File: src/rtl/alu_pkg.sv
package alu_pkg;
  typedef enum logic [1:0] {
    OP_AND  = 2'b00,
    OP_OR   = 2'b01,
    OP_SUM  = 2'b10,
    OP_LESS = 2'b11
  } opSel_e;

  typedef struct packed {
    logic pickAnd;
    logic pickOr;
    logic pickSum;
    logic pickLess;
  } sliceCtrl_t;
endpackage

File: src/rtl/alu_ctrl.sv
module alu_ctrl
  import alu_pkg::*;
(
  input  logic [1:0] opSel,
  output sliceCtrl_t ctrl
);
  always_comb begin
    ctrl = '0;
    case (opSel_e'(opSel))
      OP_AND:  ctrl.pickAnd  = 1'b1;
      OP_OR:   ctrl.pickOr   = 1'b1;
      OP_SUM:  ctrl.pickSum  = 1'b1;
      default: ctrl.pickLess = 1'b1;
    endcase
  end
endmodule

File: src/rtl/alu_slice.sv
module alu_slice
  import alu_pkg::*;
(
  input  logic       a,
  input  logic       b,
  input  logic       bInvert,
  input  logic       cin,
  input  logic       less,
  input  sliceCtrl_t ctrl,
  output logic       res,
  output logic       cout
);
  logic bEff;
  logic sum;

  always_comb begin
    bEff = b ^ bInvert;
    sum  = a ^ bEff ^ cin;
    cout = (a & bEff) | (a & cin) | (bEff & cin);
    res  = (ctrl.pickAnd  & (a & bEff))
         | (ctrl.pickOr   & (a | bEff))
         | (ctrl.pickSum  & sum)
         | (ctrl.pickLess & less);
  end
endmodule

File: src/rtl/alu_msb_slice.sv
module alu_msb_slice
  import alu_pkg::*;
(
  input  logic       a,
  input  logic       b,
  input  logic       bInvert,
  input  logic       cin,
  input  logic       less,
  input  sliceCtrl_t ctrl,
  output logic       res,
  output logic       cout,
  output logic       set,
  output logic       ovf
);
  logic rawSign;

  alu_slice u_core (
    .a(a), .b(b), .bInvert(bInvert), .cin(cin), .less(less),
    .ctrl(ctrl), .res(res), .cout(cout)
  );

  // Sign of the wrapped sum, corrected by overflow into the true sign.
  always_comb begin
    rawSign = a ^ (b ^ bInvert) ^ cin;
    ovf     = cin ^ cout;
    set     = rawSign ^ ovf;
  end
endmodule

File: src/rtl/alu_datapath.sv
module alu_datapath
  import alu_pkg::*;
#(
  parameter int WIDTH = 32
) (
  input  logic [WIDTH-1:0] opA,
  input  logic [WIDTH-1:0] opB,
  input  logic             bInvert,
  input  logic             carryIn,
  input  sliceCtrl_t       ctrl,
  output logic [WIDTH-1:0] result,
  output logic             carryOut,
  output logic             overflow,
  output logic             zero
);
  localparam int TOP = WIDTH - 1;

  logic [WIDTH:0]   carry;
  logic [WIDTH-1:0] lessIn;
  logic             setMsb;

  assign carry[0] = carryIn;

  generate
    for (genvar i = 0; i < WIDTH; i++) begin : g_slice
      if (i == 0) begin : g_lsb_less
        assign lessIn[i] = setMsb;
      end else begin : g_tied_less
        assign lessIn[i] = 1'b0;
      end

      if (i == TOP) begin : g_top
        alu_msb_slice u_msb (
          .a(opA[i]), .b(opB[i]), .bInvert(bInvert), .cin(carry[i]),
          .less(lessIn[i]), .ctrl(ctrl), .res(result[i]),
          .cout(carry[i+1]), .set(setMsb), .ovf(overflow)
        );
      end else begin : g_body
        alu_slice u_bit (
          .a(opA[i]), .b(opB[i]), .bInvert(bInvert), .cin(carry[i]),
          .less(lessIn[i]), .ctrl(ctrl), .res(result[i]),
          .cout(carry[i+1])
        );
      end
    end
  endgenerate

  assign carryOut = carry[WIDTH];
  assign zero     = ~|result;
endmodule

File: src/rtl/slice_alu.sv
module slice_alu
  import alu_pkg::*;
#(
  parameter int WIDTH = 32
) (
  input  logic [WIDTH-1:0] opA,
  input  logic [WIDTH-1:0] opB,
  input  logic             bInvert,
  input  logic             carryIn,
  input  logic [1:0]       opSel,
  output logic [WIDTH-1:0] result,
  output logic             carryOut,
  output logic             overflow,
  output logic             zero
);
  sliceCtrl_t ctrl;

  alu_ctrl u_ctrl (
    .opSel(opSel),
    .ctrl(ctrl)
  );

  alu_datapath #(.WIDTH(WIDTH)) u_dp (
    .opA(opA), .opB(opB), .bInvert(bInvert), .carryIn(carryIn),
    .ctrl(ctrl), .result(result), .carryOut(carryOut),
    .overflow(overflow), .zero(zero)
  );
endmodule

File: config.mk
export PLATFORM = sky130hd
export DESIGN_NAME = slice_alu
export DESIGN_NICKNAME = d
export VERILOG_FILES = /design/src/rtl/alu_pkg.sv /design/src/rtl/alu_ctrl.sv /design/src/rtl/alu_slice.sv /design/src/rtl/alu_msb_slice.sv /design/src/rtl/alu_datapath.sv /design/src/rtl/slice_alu.sv
export SDC_FILE = /design/constraint.sdc
export NUM_CORES = 1
export LEC_CHECK = 0
export ABC_AREA = 1
export BUFFER_PORTS_ARGS = -buffer_cell sky130_fd_sc_hd__buf_4
export CAP_MARGIN = 20
export CORE_MARGIN = 5
export CORE_UTILIZATION = 55
export DETAILED_ROUTE_END_ITERATION = 7
export PLACE_DENSITY = 0.85
export SLEW_MARGIN = 20
export SYNTH_ARGS = -nofsm -noshare
export SYNTH_HDL_FRONTEND = slang
export SYNTH_HIERARCHICAL = 1
export SYNTH_SLANG_ARGS = --single-unit
export TNS_END_PERCENT = 30
File: constraint.sdc
create_clock -name vclk -period 30.2
set_input_delay 6.04 -clock vclk [all_inputs]
set_output_delay 6.04 -clock vclk [all_outputs]
set_load 0.02 [all_outputs]
* After elaboration in Yosys (flattened, before gate mapping)
Index checks and enable logic that the tools add are counted.
Storage, ports and cells: word-level logic and storage cells 462, output and inout port bits 35, flip-flop bits (word level) 0
Operators by class: mux-type cells 4, reduce and logical (&&, ||, !) cells 4, equality and inequality tests 2, bitwise logic cells 452
Operators by type and width (count):
- 1-bit bitwise AND | 193
- 1-bit OR | 161
- 1-bit bitwise XOR | 98
- 32-bit OR reduction | 1
- 1-bit 2-to-1 mux | 4
- 3-bit OR reduction | 1
- 2-bit by 1-bit equality test with 1-bit output, second input constant | 1
- 2-bit equality test, second input constant | 1
- 2-bit zero test | 1
- 1-bit zero test | 1

* Logic depth before layout (Yosys ltp)
Gate-level depths: netlist (run 1).
depth in word-level cells 103, gate-level depth with buffers 48

* Modules after synthesis
The synthesis (run 1) kept the hierarchy.
Modules (own cells, without submodules):
- alu_slice | cells each 16, area an instance 98.8 µm², instances 32
- alu_datapath | cells each 32, area an instance 120.1 µm², instances 1
- alu_msb_slice | cells each 20, area an instance 80.1 µm², instances 1
- alu_ctrl | cells each 7, area an instance 26.3 µm², instances 1

* Worst setup path after synthesis (run 1)
OpenSTA, ideal clock, no wires.
kind input to output, start point input port bInvert, end point output port zero, arrival 21008 ps, required time 24160 ps, setup slack 3152 ps, stages 47, buffers on the path 0, cell sequence xnor2_1 inv_1 fa_1 fa_1 fa_1 fa_1 fa_1 fa_1 fa_1 fa_1 fa_1 fa_1 fa_1 fa_1 fa_1 fa_1 fa_1 fa_1 [11 not listed] fa_1 fa_1 fa_1 fa_1 fa_1 nand2_1 nand2_1 nand2_1 nand2_1 nand2_1 nand2_1 inv_1 nand2_1 nor2_1 nand2_1 nor2_1 nand2_1 nor2_1
Between the ends: word-level cells in the longest chain between the ends 103
Ends and longest elaborated chain:
- start: declaration | line slice_alu.sv:8 | input logic bInvert,
- 1-bit bitwise XOR (*) | line alu_slice.sv:17 | bEff = b ^ bInvert;
- 1-bit bitwise AND | line alu_slice.sv:19 | cout = (a & bEff) | (a & cin) | (bEff & cin);
- 1-bit OR | line alu_slice.sv:19
- 1-bit OR (*) | line alu_slice.sv:19
- net u_dp.carry[1] | line alu_datapath.sv:18 | logic [WIDTH:0] carry;
- 1-bit bitwise AND | line alu_slice.sv:19
- 1-bit OR | line alu_slice.sv:19
- 1-bit OR (*) | line alu_slice.sv:19
- net u_dp.carry[2] | line alu_datapath.sv:18
- [3 not listed]
- net u_dp.carry[3] | line alu_datapath.sv:18
- [3 not listed]
- net u_dp.carry[4] | line alu_datapath.sv:18
- [3 not listed]
- net u_dp.carry[5] | line alu_datapath.sv:18
- [3 not listed]
- net u_dp.carry[6] | line alu_datapath.sv:18
- [3 not listed]
- net u_dp.carry[7] | line alu_datapath.sv:18
- [3 not listed]
- net u_dp.carry[8] | line alu_datapath.sv:18
- [3 not listed]
- net u_dp.carry[9] | line alu_datapath.sv:18
- [3 not listed]
- net u_dp.carry[10] | line alu_datapath.sv:18
- [3 not listed]
- net u_dp.carry[11] | line alu_datapath.sv:18
- [3 not listed]
- net u_dp.carry[12] | line alu_datapath.sv:18
- [3 not listed]
- net u_dp.carry[13] | line alu_datapath.sv:18
- [3 not listed]
- net u_dp.carry[14] | line alu_datapath.sv:18
- [3 not listed]
- net u_dp.carry[15] | line alu_datapath.sv:18
- [3 not listed]
- net u_dp.carry[16] | line alu_datapath.sv:18
- [3 not listed]
- net u_dp.carry[17] | line alu_datapath.sv:18
- [3 not listed]
- net u_dp.carry[18] | line alu_datapath.sv:18
- [3 not listed]
- net u_dp.carry[19] | line alu_datapath.sv:18
- [3 not listed]
- net u_dp.carry[20] | line alu_datapath.sv:18
- [3 not listed]
- net u_dp.carry[21] | line alu_datapath.sv:18
- [3 not listed]
- net u_dp.carry[22] | line alu_datapath.sv:18
- [3 not listed]
- net u_dp.carry[23] | line alu_datapath.sv:18
- [3 not listed]
- net u_dp.carry[24] | line alu_datapath.sv:18
- [3 not listed]
- net u_dp.carry[25] | line alu_datapath.sv:18
- [3 not listed]
- net u_dp.carry[26] | line alu_datapath.sv:18
- [3 not listed]
- net u_dp.carry[27] | line alu_datapath.sv:18
- [3 not listed]
- net u_dp.carry[28] | line alu_datapath.sv:18
- [3 not listed]
- net u_dp.carry[29] | line alu_datapath.sv:18
- [3 not listed]
- net u_dp.carry[30] | line alu_datapath.sv:18
- [3 not listed]
- net u_dp.carry[31] | line alu_datapath.sv:18
- [3 not listed]
- net carryOut | line slice_alu.sv:12 | output logic carryOut,
- 1-bit bitwise XOR (*) | line alu_msb_slice.sv:25 | ovf = cin ^ cout;
- 1-bit bitwise XOR (*) | line alu_msb_slice.sv:26 | set = rawSign ^ ovf;
- net u_dp.setMsb | line alu_datapath.sv:20 | logic setMsb;
- 1-bit bitwise AND (*) | line alu_slice.sv:23 | | (ctrl.pickLess & less);
- 1-bit OR (*) | line alu_slice.sv:23
- net result[0] | line slice_alu.sv:11 | output logic [WIDTH-1:0] result,
- 32-bit OR reduction (*) | line alu_datapath.sv:49 | assign zero = ~|result;
- 1-bit zero test (*) | line alu_datapath.sv:49
- end: declaration | line slice_alu.sv:14 | output logic zero
The timed path passes the listed nets; every way through them passes the cells marked *.

* Worst setup path after layout (run 1)
start point input port bInvert, end point output port zero
Between the ends: word-level cells in the longest chain between the ends 103
Ends and longest elaborated chain (line):
- 1-bit bitwise XOR (*) | alu_slice.sv:17
- 1-bit bitwise AND | alu_slice.sv:19
- 1-bit OR | alu_slice.sv:19
- 1-bit OR (*) | alu_slice.sv:19
- net u_dp.carry[1] | alu_datapath.sv:18
- 1-bit bitwise AND | alu_slice.sv:19
- 1-bit OR | alu_slice.sv:19
- 1-bit OR (*) | alu_slice.sv:19
- net u_dp.carry[2] | alu_datapath.sv:18
- [3 not listed]
- net u_dp.carry[3] | alu_datapath.sv:18
- [3 not listed]
- net u_dp.carry[4] | alu_datapath.sv:18
- [3 not listed]
- net u_dp.carry[5] | alu_datapath.sv:18
- [3 not listed]
- net u_dp.carry[6] | alu_datapath.sv:18
- [3 not listed]
- net u_dp.carry[7] | alu_datapath.sv:18
- [3 not listed]
- net u_dp.carry[8] | alu_datapath.sv:18
- [3 not listed]
- net u_dp.carry[9] | alu_datapath.sv:18
- [3 not listed]
- net u_dp.carry[10] | alu_datapath.sv:18
- [3 not listed]
- net u_dp.carry[11] | alu_datapath.sv:18
- [3 not listed]
- net u_dp.carry[12] | alu_datapath.sv:18
- [3 not listed]
- net u_dp.carry[13] | alu_datapath.sv:18
- [3 not listed]
- net u_dp.carry[14] | alu_datapath.sv:18
- [3 not listed]
- net u_dp.carry[15] | alu_datapath.sv:18
- [3 not listed]
- net u_dp.carry[16] | alu_datapath.sv:18
- [3 not listed]
- net u_dp.carry[17] | alu_datapath.sv:18
- [3 not listed]
- net u_dp.carry[18] | alu_datapath.sv:18
- [3 not listed]
- net u_dp.carry[19] | alu_datapath.sv:18
- [3 not listed]
- net u_dp.carry[20] | alu_datapath.sv:18
- [3 not listed]
- net u_dp.carry[21] | alu_datapath.sv:18
- [3 not listed]
- net u_dp.carry[22] | alu_datapath.sv:18
- [3 not listed]
- net u_dp.carry[23] | alu_datapath.sv:18
- [3 not listed]
- net u_dp.carry[24] | alu_datapath.sv:18
- [3 not listed]
- net u_dp.carry[25] | alu_datapath.sv:18
- [3 not listed]
- net u_dp.carry[26] | alu_datapath.sv:18
- [3 not listed]
- net u_dp.carry[27] | alu_datapath.sv:18
- [3 not listed]
- net u_dp.carry[28] | alu_datapath.sv:18
- [3 not listed]
- net u_dp.carry[29] | alu_datapath.sv:18
- [3 not listed]
- net u_dp.carry[30] | alu_datapath.sv:18
- [3 not listed]
- net u_dp.carry[31] | alu_datapath.sv:18
- [1 not listed]
- 1-bit OR (2 in series) | alu_slice.sv:19
- 1-bit bitwise XOR | alu_msb_slice.sv:25
- 1-bit bitwise XOR (*) | alu_msb_slice.sv:26
- net u_dp.setMsb | alu_datapath.sv:20
- 1-bit bitwise AND (*) | alu_slice.sv:23
- 1-bit OR (*) | alu_slice.sv:23
- 32-bit OR reduction (*) | alu_datapath.sv:49
- 1-bit zero test (*) | alu_datapath.sv:49
Marked as above.

==> metrics.txt, run 1 <==
die span in y=88.5 µm; layout cells sized above 1=15.7%; DRT Wirelength=8.48 mm; Critical Path AT=21.54 ns; RSZ-0062 raised after global routing=false; # setup viols final=0; Layout area overhead=30.0%; drt pass-1 iters=4; crit path launch=bInvert; Detailed Route Iter0 Violations=105; first-pass GRT wire length=14.2 mm; num ports=between 100 and 150; LEAKAGE=0.00295 µW; worst-margin pin slew=~1.0 ns; core region area=about 6000 µm²; pwr/cell area=19.7 nW/µm²; placer congestion estimate=0.828; WP data required=24.16 ns; YS warnings=6; Hold Path Class=input port to output port; CP endpoint kind=output port; slowest cell delay on critical path=between 0.5 and 0.6 ns; CP max stage cell=fa_1; Post-CTS Repair Setup Buffers=0; GRT Overall Usage=22.1%; row count=28; Final #Nets=about 900; routed vias=roughly 3,400; fmax=36.3 MHz; Hold Buf Count CTS=0; Post-DRT Antenna Nets=0; count of mapped cells out of synthesis=571; crit-path max FO=5; Final Hold Fails=0; final period utilization=approximately 91%; # clk buffers=0; largest net degree at the start of global routing=34; routed wire length per instance=roughly 11 µm; total gr overflow=0; HP Start=opA[26]; starting density of the core=56.9%; post-synthesis sequential area ratio=0%; Power, Total=86.8 µW; vias per cell=4.32; Seq Cell Count=0; CTS resizes=0; outcome=finished, final reports clean; Final Critical Period=around 28 ns; die area=around 8000 µm²; Mean Syn Cell Area=5.94 µm²; die width=between 80 and 90 µm; hold slack=~13 ns; relative slew slack=32.9%; fin. max-slew vios=0; Setup TNS=0 ns; startpoint class of the critical path=input port; maxcap violations=0; dpl hpwl=7.24 mm; post-synth cell types=9; DRC violations left=0; # port buffers=103; IR drop worst, VDD=11.5 µV; Seq. cell area=0 µm²; synthesized area=3390 µm²; most frequent CP cell=fa_1; Antenna diodes=0; Crit Path Class=input port to output port; vias in the first global route=3,426; initial antenna violation count=0
[cells in the final DEF (no fill, tap or decap), drive strengths merged]
cell	netlist	final
buf	0	107
conb	1	31
fa	32	32
ha	64	64
inv	167	167
nand2	186	186
nor2	88	88
xnor2	32	32
xor2	1	1
[final cells by class]
cell class / count / area (µm²)
repair buffers: 107 / 803
fillers: 526 / 1550
inverters: 167 / 627
well taps: 75 / 93.8
multi-input cells: 434 / 2880
[synth_stat cells]
library cell / n / share of area (%)
nand2_1: 186 / 21
inv_1: 166 / 18
nor2_1: 88 / 9.7
ha_1: 64 / 24
fa_1: 32 / 19
xnor2_1: 32 / 8.3
conb_1: 1 / 0.11
inv_2: 1 / 0.11
xor2_1: 1 / 0.26
[power breakdown]
| part | leakage (µW) | switching [µW] | internal (µW) |
|---|---|---|---|
| logic | 0.00295 | 50.3 | 36.4 |
| registers | 0 | 0 | 0 |
| clock network | 0 | 0 | 0 |
[per-layer routing]
layer	share of wire (%)	track usage, %	routed length, µm	up-vias
met5	0	0	0	-
li1	-	-	-	1794
met4	2.0	4.53	172	0
met3	4.1	1.40	347	12
met2	53	44.0	4480	71
met1	41	25.8	3480	1507
[final timing paths]
check	end	slack, ns	cells after the start
setup / recovery	zero	2.62	49
hold / removal	result[26]	12.64	7
[through the flow]
stage	utilization, %	instance area [µm²]	setup slack, ns	std cells
after detailed placement	74.0	4410	2.57	783
after global placement	74.0	4410	2.80	783
final	74.0	4410	2.62	783
after CTS	74.0	4410	2.50	783
after floorplan	-	3500	3.15	601
after global routing	74.0	4410	1.78	783
[worst max-delay path: cells and delay by family]
| family | cells | cell delay [ns] |
|---|---|---|
| XOR/XNOR | 1 | 0.25 |
| AND/OR/NAND/NOR | 12 | 0.86 |
| buffers and inverters | 4 | 0.47 |
| adder cells (fa/ha/maj) | 32 | 13.90 |
[cells by family after synthesis]
| family | after synthesis | synth area share [%] |
|---|---|---|
| XOR/XNOR | 33 | 8.53 |
| adder cells (fa/ha/maj) | 96 | 42.5 |
| AND/OR/NAND/NOR | 274 | 30.3 |
| buffers and inverters | 167 | 18.5 |
| other | 1 | 0.111 |
No activity file was read; power rests on OpenSTA's default activity.
==> run 2: changes to the inputs <==
==> constraint.sdc (replaced) <==
create_clock -name vclk -period 30.1
set_input_delay 6.02 -clock vclk [all_inputs]
set_output_delay 6.02 -clock vclk [all_outputs]
set_load 0.02 [all_outputs]
==> run 2 against run 1 <==
Effect of this change: setup slack worse by 0.019 ns; non-clock buffer count did not move; cell count stayed put; worst hold slack got worse by 0.040 ns; first-iteration DRC count decreased by 21%; via count down 0.18%; critical path type unchanged; critical endpoint unchanged.
==> metrics.txt, run 2 (same netlist as run 1, synthesis figures left out) <==
placed cells=783 (unchanged); RSZ-0062 raised after global routing=false; hold slack=12.60 ns (-0.0399 ns); Hold Buf Count CTS=0 (unchanged); layout cells sized above 1=15.7% (unchanged); Power, Total=86.8 µW (about the same); # clk buffers=0 (unchanged); Post-DRT Antenna Nets=0 (unchanged); dpl hpwl=7.25 mm (+0.14%); maxcap violations=0 (unchanged); Hold Path Class=input port to output port; most common cell after layout, fill and taps aside=nand2_1; most frequent cells in the layout=186 x nand2_1, 166 x inv_1, 107 x buf_4; placer congestion estimate=0.828 (unchanged); pwr/cell area=19.7 nW/µm² (about the same); Highest Signal Layer=met4; WL met2=4.52 mm (+1.0%); GRT Overall Usage=22.1% (-0.034 points); CP max stage cell=fa_1; vias in the first global route=3,442 (+0.47%); fin. max-slew vios=0 (unchanged); Layout area overhead=30.0% (unchanged); row count=28 (unchanged); die span in y=88.5 µm (unchanged); first-pass GRT wire length=14.2 mm (unchanged); die area=7830 µm² (unchanged); most frequent CP cell=fa_1; DRC violations left=0 (unchanged); filler cell count=527 (+0.19%); IR drop worst, VDD=12.1 µV (+5.1%); Top Family by Delay on Critical Path=adder cells; final period utilization=91.4%; slowest cell delay on critical path=0.52 ns (about the same); DRT Wirelength=8.47 mm (-0.14%); CTS resizes=0 (unchanged); relative slew slack=34.0% (+1.1 points); initial antenna violation count=0 (unchanged); outcome=finished, final reports clean; routed vias=3,378 (-0.18%); LEAKAGE=0.00295 µW (unchanged); CP endpoint kind=output port; WP data required=24.08 ns (-0.08 ns); fin cells=783 (unchanged); startpoint class of the critical path=input port; largest net degree at the start of global routing=34 (unchanged); routed wire length per instance=10.8 µm (-0.14%); # setup viols final=0 (unchanged); num ports=103 (unchanged); Post-CTS Repair Setup Buffers=0 (unchanged); starting density of the core=56.9% (unchanged); Metal-1 WL=3.43 mm (-1.6%); Antenna diodes=0 (unchanged); Critical Path AT=21.48 ns (-0.06 ns); DR WL met3=353 µm (+1.7%); drt pass-1 iters=4 (unchanged); crit-path max FO=5 (unchanged); Final Hold Fails=0 (unchanged); worst-margin pin slew=0.988 ns (-0.0171 ns); Final #Nets=874 (unchanged); hold depth=7 (unchanged); Crit Path Class=input port to output port; Seq Cell Count=0 (unchanged); # port buffers=103 (unchanged); Seq. cell area=0 µm² (unchanged); vias per cell=4.31 (-0.18%); core region area=5960 µm² (unchanged); fmax=36.4 MHz; HP Start=opA[28]; WP buf/inv=4 (unchanged); Setup TNS=0 ns (unchanged); Final Critical Period=27.50 ns; total gr overflow=0 (unchanged); die width=88.5 µm (unchanged); Detailed Route Iter0 Violations=83 (-21%); hold path endpoint=result[28]
run 2: cell counts in the layout (fill, tap and decap cells not counted):
Identical to the previous run, type by type.
run 2: area by class of cell:
cell class / instances / area (µm²) / share of cell area, %
Multi-Input combinational cell: 434 / 2880 / 65.4
Timing Repair Buffer: 107 / 803 / 18.2
Inverter: 167 / 627 / 14.2
Tap cell: 75 / 93.8 / 2.13
run 2: worst max-delay path by stage:
stage,start,endpoint,depth (start not counted)
3_5_place_dp,bInvert,zero,49
2_1_floorplan,bInvert,zero,47
4_1_cts,bInvert,zero,49
5_1_grt,bInvert,zero,49
6_report,bInvert,zero,49
3_3_place_gp,bInvert,zero,49
run 2: metrics by stage:
step | setup slack [ns] | utilization (%) | instance area, µm²
after floorplan | 3.09 | - | 3500
after global placement | 2.74 | 74.0 | 4410
after detailed placement | 2.50 | 74.0 | 4410
after CTS | 2.45 | 74.0 | 4410
after global routing | 1.75 | 74.0 | 4410
final | 2.60 | 74.0 | 4410
run 2: report_power, final:
group | total [µW] | internal [µW] | leakage, µW | switching [µW]
logic | 86.8 | 36.4 | 0.00295 | 50.3
registers | 0 | 0 | 0 | 0
clock network | 0 | 0 | 0 | 0
run 2: layer usage:
metal | track usage [%] | vias up
met3 | 1.12 | 10
met5 | 0 | -
met2 | 44.3 | 75
met4 | 5.22 | 0
li1 | - | 1796
met1 | 25.3 | 1497
